===== src/rtl/hrx_pkg.sv =====
package hrx_pkg;
  localparam int SCR_TAPS     = 43;
  localparam int FCS16_BYTES  = 2;
  localparam int FCS32_BYTES  = 4;
  localparam logic [15:0] CRC16_POLY = 16'h8408;
  localparam logic [15:0] CRC16_RES  = 16'hF0B8;
  localparam logic [31:0] CRC32_POLY = 32'hEDB88320;
  localparam logic [31:0] CRC32_RES  = 32'hDEBB20E3;

  // one byte into a reflected CRC-CCITT register, bit 0 first
  function automatic logic [15:0] crc16_next(input logic [15:0] c, input logic [7:0] d);
    logic [15:0] r;
    r = c;
    for (int i = 0; i < 8; i++) begin
      if (r[0] ^ d[i]) r = (r >> 1) ^ CRC16_POLY;
      else             r = r >> 1;
    end
    return r;
  endfunction

  // one byte into a reflected CRC-32 register, bit 0 first
  function automatic logic [31:0] crc32_next(input logic [31:0] c, input logic [7:0] d);
    logic [31:0] r;
    r = c;
    for (int i = 0; i < 8; i++) begin
      if (r[0] ^ d[i]) r = (r >> 1) ^ CRC32_POLY;
      else             r = r >> 1;
    end
    return r;
  endfunction

  // arrival-ordered bits (first arrival at bit 7) to the configured byte order
  function automatic logic [7:0] order_byte(input logic [7:0] arrived, input logic lsb_first);
    logic [7:0] r;
    for (int i = 0; i < 8; i++) r[i] = lsb_first ? arrived[7-i] : arrived[i];
    return r;
  endfunction
endpackage


===== src/rtl/hrx_descrambler.sv =====
module hrx_descrambler #(
  parameter int TAPS = hrx_pkg::SCR_TAPS
) (
  input  logic clk,
  input  logic rst_n,
  input  logic in_vld,
  input  logic in_bit,
  input  logic bypass,
  output logic out_vld,
  output logic out_bit
);
  logic [TAPS-1:0] hist;

  always_ff @(posedge clk or negedge rst_n) begin
    if (!rst_n) begin
      hist    <= '0;
      out_vld <= 1'b0;
      out_bit <= 1'b0;
    end else begin
      out_vld <= in_vld;
      if (in_vld) begin
        hist    <= {hist[TAPS-2:0], in_bit};
        out_bit <= in_bit ^ (hist[TAPS-1] & ~bypass);
      end
    end
  end
endmodule


===== src/rtl/hrx_deframer.sv =====
module hrx_deframer #(
  parameter int FLAG_ONES  = 6,
  parameter int STUFF_ONES = 5
) (
  input  logic       clk,
  input  logic       rst_n,
  input  logic       bit_vld,
  input  logic       bit_in,
  input  logic       lsb_first,
  input  logic       clear_chan,
  output logic       byte_vld,
  output logic [7:0] byte_data,
  output logic       byte_first,
  output logic       end_vld,
  output logic       end_bad
);
  import hrx_pkg::*;

  localparam int HOLD_BITS = FLAG_ONES + 1;
  localparam int WIN       = 8 + HOLD_BITS;
  localparam int CNT_W     = $clog2(WIN + 1);
  localparam int ONES_MAX  = FLAG_ONES + 1;
  localparam int ONES_W    = $clog2(ONES_MAX + 1);

  logic              in_frame, started;
  logic [ONES_W-1:0] ones, ones_nx;
  logic [WIN-2:0]    win;
  logic [WIN-1:0]    win_nx;
  logic [CNT_W-1:0]  cnt;
  logic [6:0]        cc_sr;
  logic [7:0]        cc_nx;
  logic [2:0]        cc_cnt;
  logic              framed, flag_hit, abort_hit, stuff_hit, take, win_full;

  always_comb begin
    framed    = bit_vld && !clear_chan;
    flag_hit  = framed && !bit_in && (ones == ONES_W'(FLAG_ONES));
    abort_hit = framed && bit_in && in_frame && (ones == ONES_W'(FLAG_ONES));
    stuff_hit = framed && !bit_in && in_frame && (ones == ONES_W'(STUFF_ONES));
    take      = framed && in_frame && !flag_hit && !abort_hit && !stuff_hit;
    win_nx    = {win, bit_in};
    win_full  = take && (cnt == CNT_W'(WIN - 1));
    if (!bit_in)                          ones_nx = '0;
    else if (ones == ONES_W'(ONES_MAX))   ones_nx = ones;
    else                                  ones_nx = ones + 1'b1;
    cc_nx     = {cc_sr, bit_in};
  end

  always_ff @(posedge clk or negedge rst_n) begin
    if (!rst_n) begin
      in_frame   <= 1'b0;
      started    <= 1'b0;
      ones       <= '0;
      win        <= '0;
      cnt        <= '0;
      cc_sr      <= '0;
      cc_cnt     <= '0;
      byte_vld   <= 1'b0;
      byte_data  <= '0;
      byte_first <= 1'b0;
      end_vld    <= 1'b0;
      end_bad    <= 1'b0;
    end else begin
      byte_vld <= 1'b0;
      end_vld  <= 1'b0;
      if (clear_chan) begin
        if (bit_vld) begin
          cc_sr  <= cc_nx[6:0];
          cc_cnt <= cc_cnt + 1'b1;
          if (cc_cnt == 3'd7) begin
            byte_vld   <= 1'b1;
            byte_data  <= order_byte(cc_nx, lsb_first);
            byte_first <= 1'b0;
          end
        end
      end else if (bit_vld) begin
        ones <= ones_nx;
        if (take) begin
          win <= win_nx[WIN-2:0];
          if (win_full) begin
            byte_vld   <= 1'b1;
            byte_data  <= order_byte(win_nx[WIN-1 -: 8], lsb_first);
            byte_first <= !started;
            started    <= 1'b1;
            cnt        <= CNT_W'(HOLD_BITS);
          end else begin
            cnt <= cnt + 1'b1;
          end
        end
        if (flag_hit) begin
          if (in_frame && started) begin
            end_vld <= 1'b1;
            end_bad <= (cnt != CNT_W'(HOLD_BITS));
          end
          in_frame <= 1'b1;
          started  <= 1'b0;
          cnt      <= '0;
        end
        if (abort_hit) begin
          if (started) begin
            end_vld <= 1'b1;
            end_bad <= 1'b1;
          end
          in_frame <= 1'b0;
          started  <= 1'b0;
          cnt      <= '0;
        end
      end
    end
  end
endmodule


===== src/rtl/hrx_fcs_stage.sv =====
module hrx_fcs_stage #(
  parameter int NB_W = 4
) (
  input  logic       clk,
  input  logic       rst_n,
  input  logic       byte_vld,
  input  logic [7:0] byte_data,
  input  logic       byte_first,
  input  logic       end_vld,
  input  logic       end_bad,
  input  logic       clear_chan,
  input  logic       fcs_on,
  input  logic       fcs16,
  input  logic       strip,
  output logic       o_vld,
  output logic [7:0] o_data,
  output logic       o_sop,
  output logic       o_eop,
  output logic       o_err
);
  import hrx_pkg::*;

  localparam int MAX_HOLD = FCS32_BYTES + 1;
  localparam int HC_W     = $clog2(MAX_HOLD + 1);
  localparam logic [NB_W-1:0] NB_MAX = '1;

  logic [MAX_HOLD-1:0][7:0] hold;
  logic [HC_W-1:0]          hcnt, hold_len;
  logic [NB_W-1:0]          nb, nb_nx, nb_min;
  logic [15:0]              crc16, crc16_nx;
  logic [31:0]              crc32, crc32_nx;
  logic                     sent, hold_full, crc_ok, too_short, end_err;

  always_comb begin
    hold_len  = strip ? (fcs16 ? HC_W'(FCS16_BYTES + 1) : HC_W'(FCS32_BYTES + 1)) : HC_W'(1);
    nb_min    = fcs16 ? NB_W'(FCS16_BYTES + 1) : NB_W'(FCS32_BYTES + 1);
    hold_full = (hcnt == hold_len);
    crc16_nx  = crc16_next(byte_first ? 16'hFFFF : crc16, byte_data);
    crc32_nx  = crc32_next(byte_first ? 32'hFFFF_FFFF : crc32, byte_data);
    if (byte_first)          nb_nx = NB_W'(1);
    else if (nb == NB_MAX)   nb_nx = nb;
    else                     nb_nx = nb + 1'b1;
    crc_ok    = fcs16 ? (crc16 == CRC16_RES) : (crc32 == CRC32_RES);
    too_short = (nb < nb_min);
    end_err   = end_bad | (fcs_on & (too_short | !crc_ok));
  end

  always_ff @(posedge clk or negedge rst_n) begin
    if (!rst_n) begin
      hold   <= '0;
      hcnt   <= '0;
      nb     <= '0;
      crc16  <= '1;
      crc32  <= '1;
      sent   <= 1'b0;
      o_vld  <= 1'b0;
      o_data <= '0;
      o_sop  <= 1'b0;
      o_eop  <= 1'b0;
      o_err  <= 1'b0;
    end else begin
      o_vld <= 1'b0;
      o_sop <= 1'b0;
      o_eop <= 1'b0;
      o_err <= 1'b0;
      if (clear_chan) begin
        if (byte_vld) begin
          o_vld  <= 1'b1;
          o_data <= byte_data;
        end
      end else if (byte_vld) begin
        crc16 <= crc16_nx;
        crc32 <= crc32_nx;
        nb    <= nb_nx;
        hold  <= {hold[MAX_HOLD-2:0], byte_data};
        if (hold_full) begin
          o_vld  <= 1'b1;
          o_data <= hold[hold_len - 1'b1];
          o_sop  <= !sent;
          sent   <= 1'b1;
        end else begin
          hcnt <= hcnt + 1'b1;
        end
      end else if (end_vld && hcnt != '0) begin
        o_vld  <= 1'b1;
        o_data <= hold[hcnt - 1'b1];
        o_sop  <= !sent;
        o_eop  <= 1'b1;
        o_err  <= end_err;
        hcnt   <= '0;
        sent   <= 1'b0;
      end
    end
  end
endmodule


===== src/rtl/hdlc_rx_proc.sv =====
module hdlc_rx_proc #(
  parameter int SCR_TAPS  = hrx_pkg::SCR_TAPS,
  parameter int FLAG_ONES = 6,
  parameter int NB_W      = 4
) (
  input  logic       clk,
  input  logic       rst_n,
  input  logic       rx_bit,
  input  logic       rx_en,
  input  logic       cfg_en_active_low,
  input  logic       cfg_descr_off,
  input  logic       cfg_lsb_first,
  input  logic       cfg_clear_chan,
  input  logic       cfg_fcs_off,
  input  logic       cfg_fcs16,
  input  logic       cfg_fcs_keep,
  input  logic       cfg_x86,
  output logic       out_valid,
  output logic [7:0] out_data,
  output logic       out_sop,
  output logic       out_eop,
  output logic       out_err
);
  // named internal events, observed by the bound checker
  logic       bit_acc;
  logic       d_vld, d_bit;
  logic       fr_byte_vld, fr_first, fr_end, fr_bad;
  logic [7:0] fr_byte;
  logic       eff_fcs_on, eff_fcs16, eff_strip;

  assign bit_acc    = rx_en ^ cfg_en_active_low;
  assign eff_fcs_on = cfg_x86 | ~cfg_fcs_off;
  assign eff_fcs16  = ~cfg_x86 & cfg_fcs16;
  assign eff_strip  = eff_fcs_on & (cfg_x86 | ~cfg_fcs_keep);

  hrx_descrambler #(.TAPS(SCR_TAPS)) u_descr (
    .clk(clk), .rst_n(rst_n), .in_vld(bit_acc), .in_bit(rx_bit),
    .bypass(cfg_descr_off), .out_vld(d_vld), .out_bit(d_bit)
  );

  hrx_deframer #(.FLAG_ONES(FLAG_ONES), .STUFF_ONES(FLAG_ONES - 1)) u_defr (
    .clk(clk), .rst_n(rst_n), .bit_vld(d_vld), .bit_in(d_bit),
    .lsb_first(cfg_lsb_first), .clear_chan(cfg_clear_chan),
    .byte_vld(fr_byte_vld), .byte_data(fr_byte), .byte_first(fr_first),
    .end_vld(fr_end), .end_bad(fr_bad)
  );

  hrx_fcs_stage #(.NB_W(NB_W)) u_fcs (
    .clk(clk), .rst_n(rst_n), .byte_vld(fr_byte_vld), .byte_data(fr_byte),
    .byte_first(fr_first), .end_vld(fr_end), .end_bad(fr_bad),
    .clear_chan(cfg_clear_chan), .fcs_on(eff_fcs_on), .fcs16(eff_fcs16),
    .strip(eff_strip), .o_vld(out_valid), .o_data(out_data), .o_sop(out_sop),
    .o_eop(out_eop), .o_err(out_err)
  );
endmodule


===== config.mk =====
export PLATFORM = sky130hd
export DESIGN_NAME = hdlc_rx_proc
export DESIGN_NICKNAME = d
export VERILOG_FILES = /design/src/rtl/hrx_pkg.sv /design/src/rtl/hrx_descrambler.sv /design/src/rtl/hrx_deframer.sv /design/src/rtl/hrx_fcs_stage.sv /design/src/rtl/hdlc_rx_proc.sv
export SDC_FILE = /design/constraint.sdc
export NUM_CORES = 1
export LEC_CHECK = 0
export BUFFER_PORTS_ARGS = -buffer_cell sky130_fd_sc_hd__buf_2
export CORE_ASPECT_RATIO = 0.8
export CORE_UTILIZATION = 55
export DETAILED_ROUTE_END_ITERATION = 6
export PLACE_DENSITY = 0.71
export SLEW_MARGIN = 25
export SYNTH_ARGS = -nofsm -noshare
export SYNTH_HDL_FRONTEND = slang
export SYNTH_HIERARCHICAL = 1
export SYNTH_SLANG_ARGS = --single-unit

===== constraint.sdc =====
create_clock -name clk -period 3.1 [get_ports clk]
set_input_delay 0.155 -clock clk [delete_from_list [all_inputs] [get_ports clk]]
set_output_delay 0.155 -clock clk [all_outputs]
set_load 0.02 [all_outputs]

Yosys cells after proc, flatten, opt, wreduce, memory -nomap -nowiden
Index checks and enable logic that the tools add are counted.
{ "word_totals": {"reg_bits": 198, "input_bits": 12, "out_inout_bits": 12, "word_cells": 256} }
{ "classes": {"mux": 109, "reduce_logical": 43, "add_sub_neg": 7, "n_bitwise": 47, "n_eq_ne": 17, "n_lt_le_gt_ge": 3} }
{ "ops": {"columns": ["operator", "count"], "rows": [
  ["2-to-1 mux 32 bit", 9],
  ["2-to-1 mux 16 bit", 9],
  ["inverter 13 -> 14 bit", 8],
  ["2-to-1 mux 8 bit", 13],
  ["2-to-1 mux 1 bit", 62],
  ["binary-select mux 8 bit (select 3 bit)", 2],
  ["== test 32 bit, second input constant", 1],
  ["2-to-1 mux 3 bit", 8],
  ["2-to-1 mux 4 bit", 6],
  ["inverter 2 -> 3 bit", 8],
  ["AND reduction 3 bit", 8],
  ["bitwise XOR 1 bit", 18],
  ["== test 16 bit, second input constant", 1],
  ["logical AND 1 bit", 15],
  ["== test 3 bit, second input constant", 4],
  ["adder 3 x 1 -> 3 bit, second input constant", 3],
  ["nonzero test 3 bit", 3],
  ["adder 4 x 1 -> 4 bit, second input constant", 2],
  ["== test 4 bit, second input constant", 2],
  ["logical NOT 1 bit", 8],
  ["less-than comparator 3 x 4 -> 1 bit, second input constant", 2],
  ["AND reduction 4 bit", 2],
  ["nonzero test 2 bit", 4],
  ["inequality test 2 x 1 -> 1 bit, second input constant", 3],
  ["10 further kinds", 25]
]} }

Longest topological paths before layout
{ "depth": {"ltp_word": 17, "ltp_mapped": 10, "ltp_nobuf": 8} }

Hierarchy
Netlist, hierarchy kept.
{ "modules_own_cells": {"columns": ["module", "seq_area_each_um2", "area_per_inst_um2", "cells_per_inst", "n_inst"], "rows": [
  ["hrx_fcs_stage", 2762.6, 6373.6, 698, 1],
  ["hrx_deframer", 1126.1, 2097.0, 151, 1],
  ["hrx_descrambler", 1126.1, 1871.8, 99, 1],
  ["hdlc_rx_proc", 0.0, 28.8, 4, 1]
]} }

Least setup slack after synthesis
OpenSTA, ideal clock, no wires.
{ "synth_path": {"path_kind": "register -> register", "from": "register u_fcs.hcnt[0]", "to": "register u_fcs.o_data[1]", "synth_period_minus_slack_ns": 2.293, "setup_time_ns": 0.077, "arrival_ns": 2.216, "stages_incl_launch_ff": 11, "t_required_ns": 3.023, "n_path_buf": 3, "path_slack_ns": 0.807, "cell_sequence": "dfrtp_1 > buf_2 > inv_1 > ha_1 > clkbuf_1 > and3_1 > buf_2 > a21oi_1 > a221oi_1 > a21oi_1 > a21oi_1"} }
{ "synth_via": {"elab_chain_len": 6, "elab_cells_between_ends": 12, "cone_classes": "add/sub: 1; eq/ne: 2; mux: 5; reduce/logical: 4"} }
{ "synth_rtl": {"columns": ["item", "line_no", "text"], "rows": [
  ["from (decl)", "hrx_fcs_stage.sv:28", "logic [HC_W-1:0] hcnt, hold_len;"],
  ["from (signal assigned)", "hrx_fcs_stage.sv:82", "hcnt <= hcnt + 1'b1;"],
  ["subtractor 3 x 1 -> 3 bit", "hrx_fcs_stage.sv:86", "o_data <= hold[hcnt - 1'b1];"],
  ["binary-select mux 8 bit (select 3 bit)", "hrx_fcs_stage.sv:86", null],
  ["2-to-1 mux 8 bit (not written as such)", "hrx_fcs_stage.sv:86", null],
  ["2-to-1 mux 8 bit", "hrx_fcs_stage.sv:84", "end else if (end_vld && hcnt != '0) begin"],
  ["2-to-1 mux 8 bit", "hrx_fcs_stage.sv:71", "end else if (byte_vld) begin"],
  ["2-to-1 mux 8 bit", "hrx_fcs_stage.sv:66", "if (clear_chan) begin"],
  ["to (signal assigned)", "hrx_fcs_stage.sv:69", "o_data <= byte_data;"],
  ["to (signal assigned)", "hrx_fcs_stage.sv:78", "o_data <= hold[hold_len - 1'b1];"],
  ["to (signal assigned)", "hrx_fcs_stage.sv:86", null],
  ["to (decl)", "hrx_fcs_stage.sv:16", "output logic [7:0] o_data,"]
]} }
Parallel ways exist; a longest one is shown, timed or not. The select of a mux whose other input is x is not followed.
A chain may end at the register's enable or synchronous reset.

Final worst setup path
{ "layout_path": {"from": "register u_defr.byte_first", "to": "register u_fcs.crc32[19]"} }
{ "layout_via": {"elab_chain_len": 15, "elab_cells_between_ends": 23, "cone_classes": "mux: 9; bitwise: 14"} }
{ "layout_rtl": {"columns": ["item", "line_no", "text"], "rows": [
  ["from (decl)", "hrx_deframer.sv:13", "output logic byte_first,"],
  ["from (signal assigned)", "hrx_deframer.sv:83", "byte_first <= !started;"],
  ["2-to-1 mux 32 bit (*)", "hrx_fcs_stage.sv:39", "crc32_nx = crc32_next(byte_first ? 32'hFFFF_FFFF : crc32, byte_data);"],
  ["bitwise XOR 1 bit / inverter 13 -> 14 bit (equally long branches)", null, null],
  ["2-to-1 mux 32 bit (*) (2 in series)", "hrx_pkg.sv:26", "if (r[0] ^ d[i]) r = (r >> 1) ^ CRC32_POLY;"],
  ["inverter 13 -> 14 bit (no line)", null, null],
  ["2-to-1 mux 32 bit (*)", "hrx_pkg.sv:26", null],
  ["inverter 13 -> 14 bit (no line)", null, null],
  ["2-to-1 mux 32 bit (*) (2 in series)", "hrx_pkg.sv:26", null],
  ["inverter 13 -> 14 bit (no line)", null, null],
  ["2-to-1 mux 32 bit (*)", "hrx_pkg.sv:26", null],
  ["inverter 13 -> 14 bit (no line)", null, null],
  ["2-to-1 mux 32 bit (*)", "hrx_pkg.sv:26", null],
  ["inverter 13 -> 14 bit (no line)", null, null],
  ["2-to-1 mux 32 bit (*)", "hrx_pkg.sv:26", null],
  ["to (signal assigned)", "hrx_fcs_stage.sv:73", "crc32 <= crc32_nx;"],
  ["to (decl)", "hrx_fcs_stage.sv:31", "logic [31:0] crc32, crc32_nx;"]
]} }
Every way passes the cells marked *; elsewhere a longest branch is shown, timed or not.

==> summary.md <==
| Metric | Value |
|---|---|
| Fmax | roughly 0.43 GHz |
| Maximum clock path buffer count | 2 |
| FF-to-FF setup slack | ~0.76 ns |
| # H-tree levels | 4 |
| Final setup TNS | 0 ns |
| FF+latch count, synth | roughly 200 |
| Pwr/cell area | between 1000 and 1500 nW/µm² |
| Clock Tree Root | clkbuf_16 |
| Hold Path Stages | 3 |
| Worst slew margin | roughly half |
| Post-synth EDFFs | 0 |
| Most common cell after layout, fill and taps aside | nand2_1 |
| Share of cells above drive strength 1 | between 20 and 25% |
| Most common flop cell mapped by yosys | dfrtp_1 |
| Vias in the first global route | between 6000 and 7000 |
| Tot Pwr | 0.0125 W |
| WL per Instance | between 15 and 20 µm |
| DPL Wire Length | 13900 µm |
| Hold Crit Start | cfg_descr_off |
| Status | completed |
| IO Port Bufs | 23 |
| Placeable Area | between 15000 and 20000 µm² |
| Die Wd | ~160 µm |
| Most frequent cells in the layout | nand2_1, dfrtp_1, xnor2_1 |
| Post-route insts no fill | about 1200 |
| Grt ovf | 0 |
| Syn Inst Count | roughly 950 |
| Nets | between 900 and 1000 |
| Ys async rst share | 100% |
| Residual DRC | 0 |
| Layout area overhead | 9.62% |
| Post-route clock period utilization | 75.5% |
| Resized cells post-CTS | 0 |
| Max-slew violations | 0 |
| Crit path DAT | between 2 and 3 ns |
| CP max FO | 30 |
| Hold Path Sink | u_descr/out_bit |
| Register area share after synthesis | between 40 and 50% |
| Crit start category | flip-flop |
| Setup violations, final | 0 |
| Reg2Reg Depth | 6 |
| Min Tclk post-route | 2.34 ns |
| RR Endpoint | u_fcs/crc32[19] |
| Endpoints failing hold | 0 |
| Cells after DPL | about 1200 |
| I/O pins | 24 |
| Pre-antenna DRT Iters | 5 |
| Crit path required time | roughly 3.5 ns |
| Crit path capture type | flip-flop |
| CTS tree | yes |
| GRT Total Usage | roughly a quarter |
| WS Path Type | reg2reg |
| Worst slew pin tran | ~0.76 ns |
| Initial antenna violation count | 0 |
| Skew final | around 0.015 ns |
| Worst min path class | in2reg |
| Worst-Skew Late Latency | 0.44 ns |
| Row cnt | 44 |
| Die Footprint | about 19000 µm² |
| Worst R2R Start | u_defr/byte_first |
| RSZ-0062 raised after global routing | no |
| ANT cells | 0 |
| Mapped cell area | between 10000 and 15000 µm² |
| Largest net degree at the start of global routing | 80 |
| Vias per cell | around 5.5 |
| Post-route ant nets | 0 |
| Worst VDD drop | about 0.60 mV |
| Warnings, synthesis | 6 |
| Avg Cell Area, Syn | approximately 11 µm² |
| Max Cap Violations | 0 |
| Via Count | between 6000 and 7000 |
| Distinct cells, synth | 63 |
| GP Congestion | just under 0.9 |
| Height of the die | between 100 and 150 µm |
| Leakage | between 5 and 6 nW |
| Clock transition at path regs | roughly 0.080 ns |
| Sink Count | a little under 200 |
| Inserted Clock Buffers | 17 |
| DRT iter0 DRCs | 533 |
| Mapped Nets | just under 1000 |
| Starting Density | 56.7% |
| WL final | between 20000 and 25000 µm |
| First-pass GRT wire length | around 35000 µm |
registers in the layout, indices dropped and copies added, names as in the netlist, 4 cells and up:
| signal | flops |
|---|---|
| u_defr/win | 14 |
| u_fcs/crc32 | 32 |
| u_descr/hist | 43 |
| u_defr/byte_data | 8 |
| u_defr/cc_sr | 7 |
| u_fcs/o_data | 8 |
| u_fcs/crc16 | 16 |
| u_fcs/nb | 4 |
| u_fcs/hold | 40 |
| u_defr/cnt | 4 |
cells by family (layout without fill, tap and decap cells):
| group | count (synthesis) | count (layout) | synth area share [%] |
|---|---|---|---|
| and+or+nand+nor | 318 | 318 | 13.4 |
| DFF | 198 | 198 | 48.4 |
| AOI/OAI and AO/OA | 136 | 136 | 7.60 |
| xor gates and xnor gates | 117 | 117 | 11.6 |
| muxes | 99 | 99 | 13.7 |
| buffers and inverters | 70 | 90 | 3.63 |
| adders and majority gates | 14 | 14 | 1.69 |
layer usage:
layer	share of wire (%)	GRT usage (%)	routed length [µm]	vias up
met5	0	0	0	-
met4	0.98	6.11	206	0
met3	4.7	4.35	990	15
met2	44	34.3	9220	159
met1	51	35.3	10700	3299
li1	-	-	-	3210
where the power goes:
group	internal (W)	leakage (nW)	switching [W]
Combinational	0.00313	2.32	0.00293
Clock	0.00113	0.304	0.00115
Sequential	0.00341	2.50	0.000704
final cells by class:
class,instances,area [µm²]
clock buffers,18,439
clock inverters,14,190
fillers,1490,6910
inverters,13,48.8
multi-input cells,684,5010
flip-flops and latches,198,5020
well taps,253,317
repair buffers,45,344
cells in the mapped netlist, types with 11 or more instances:
cell type | number | share of area [%]
nand2_1 | 194 | 7.0
dfrtp_1 | 150 | 36
xnor2_1 | 75 | 6.3
nor2_1 | 68 | 2.5
o21ai_0 | 67 | 3.2
dfstp_2 | 48 | 12
mux2_2 | 37 | 4.0
mux2_4 | 37 | 5.4
a21oi_1 | 35 | 1.7
clkbuf_1 | 30 | 1.1
xor2_1 | 26 | 2.2
mux4_2 | 16 | 3.5
ha_1 | 14 | 1.7
buf_2 | 13 | 0.63
inv_1 | 13 | 0.47
nand2b_1 | 11 | 0.66
worst max-delay path, cell delays in order (launching register included):
cell	delay, ns
dfrtp_2	0.75
nor2_1	0.13
xnor2_1	0.43
xnor3_1	0.39
xnor2_1	0.20
xnor3_1	0.24
o21ai_1	0.13
metrics by stage:
stage                     hold slack [ns]  utilization (%)  worst slack, ns  cell area (µm²)
after floorplan                    -0.141                -            0.807            10400
after global placement              0.237             58.6            0.785            10700
after detailed placement            0.244             58.6            0.751            10700
after CTS                         0.00743             62.2            0.761            11400
after global routing               0.0275             62.2            0.547            11400
final                              0.0242             62.2            0.760            11400
worst max-delay path by stage:
stage                            from              end  slack, ns  cells after the start
floorplan               u_fcs/hcnt[0]  u_fcs/o_data[1]       0.81                     10
global placement    u_defr/byte_first  u_fcs/crc32[23]       0.79                      5
detailed placement  u_defr/byte_first  u_fcs/crc32[18]       0.75                      6
CTS                 u_defr/byte_first  u_fcs/crc32[19]       0.76                      6
global route        u_defr/byte_first  u_fcs/crc32[19]       0.55                      6
finish              u_defr/byte_first  u_fcs/crc32[19]       0.76                      6
timing repair:
item	CTS	global route
endpoints found under the hold margin	63	0
buffers inserted	0	0
hold buffers	2	0
Power figures use the tool's default switching activity.
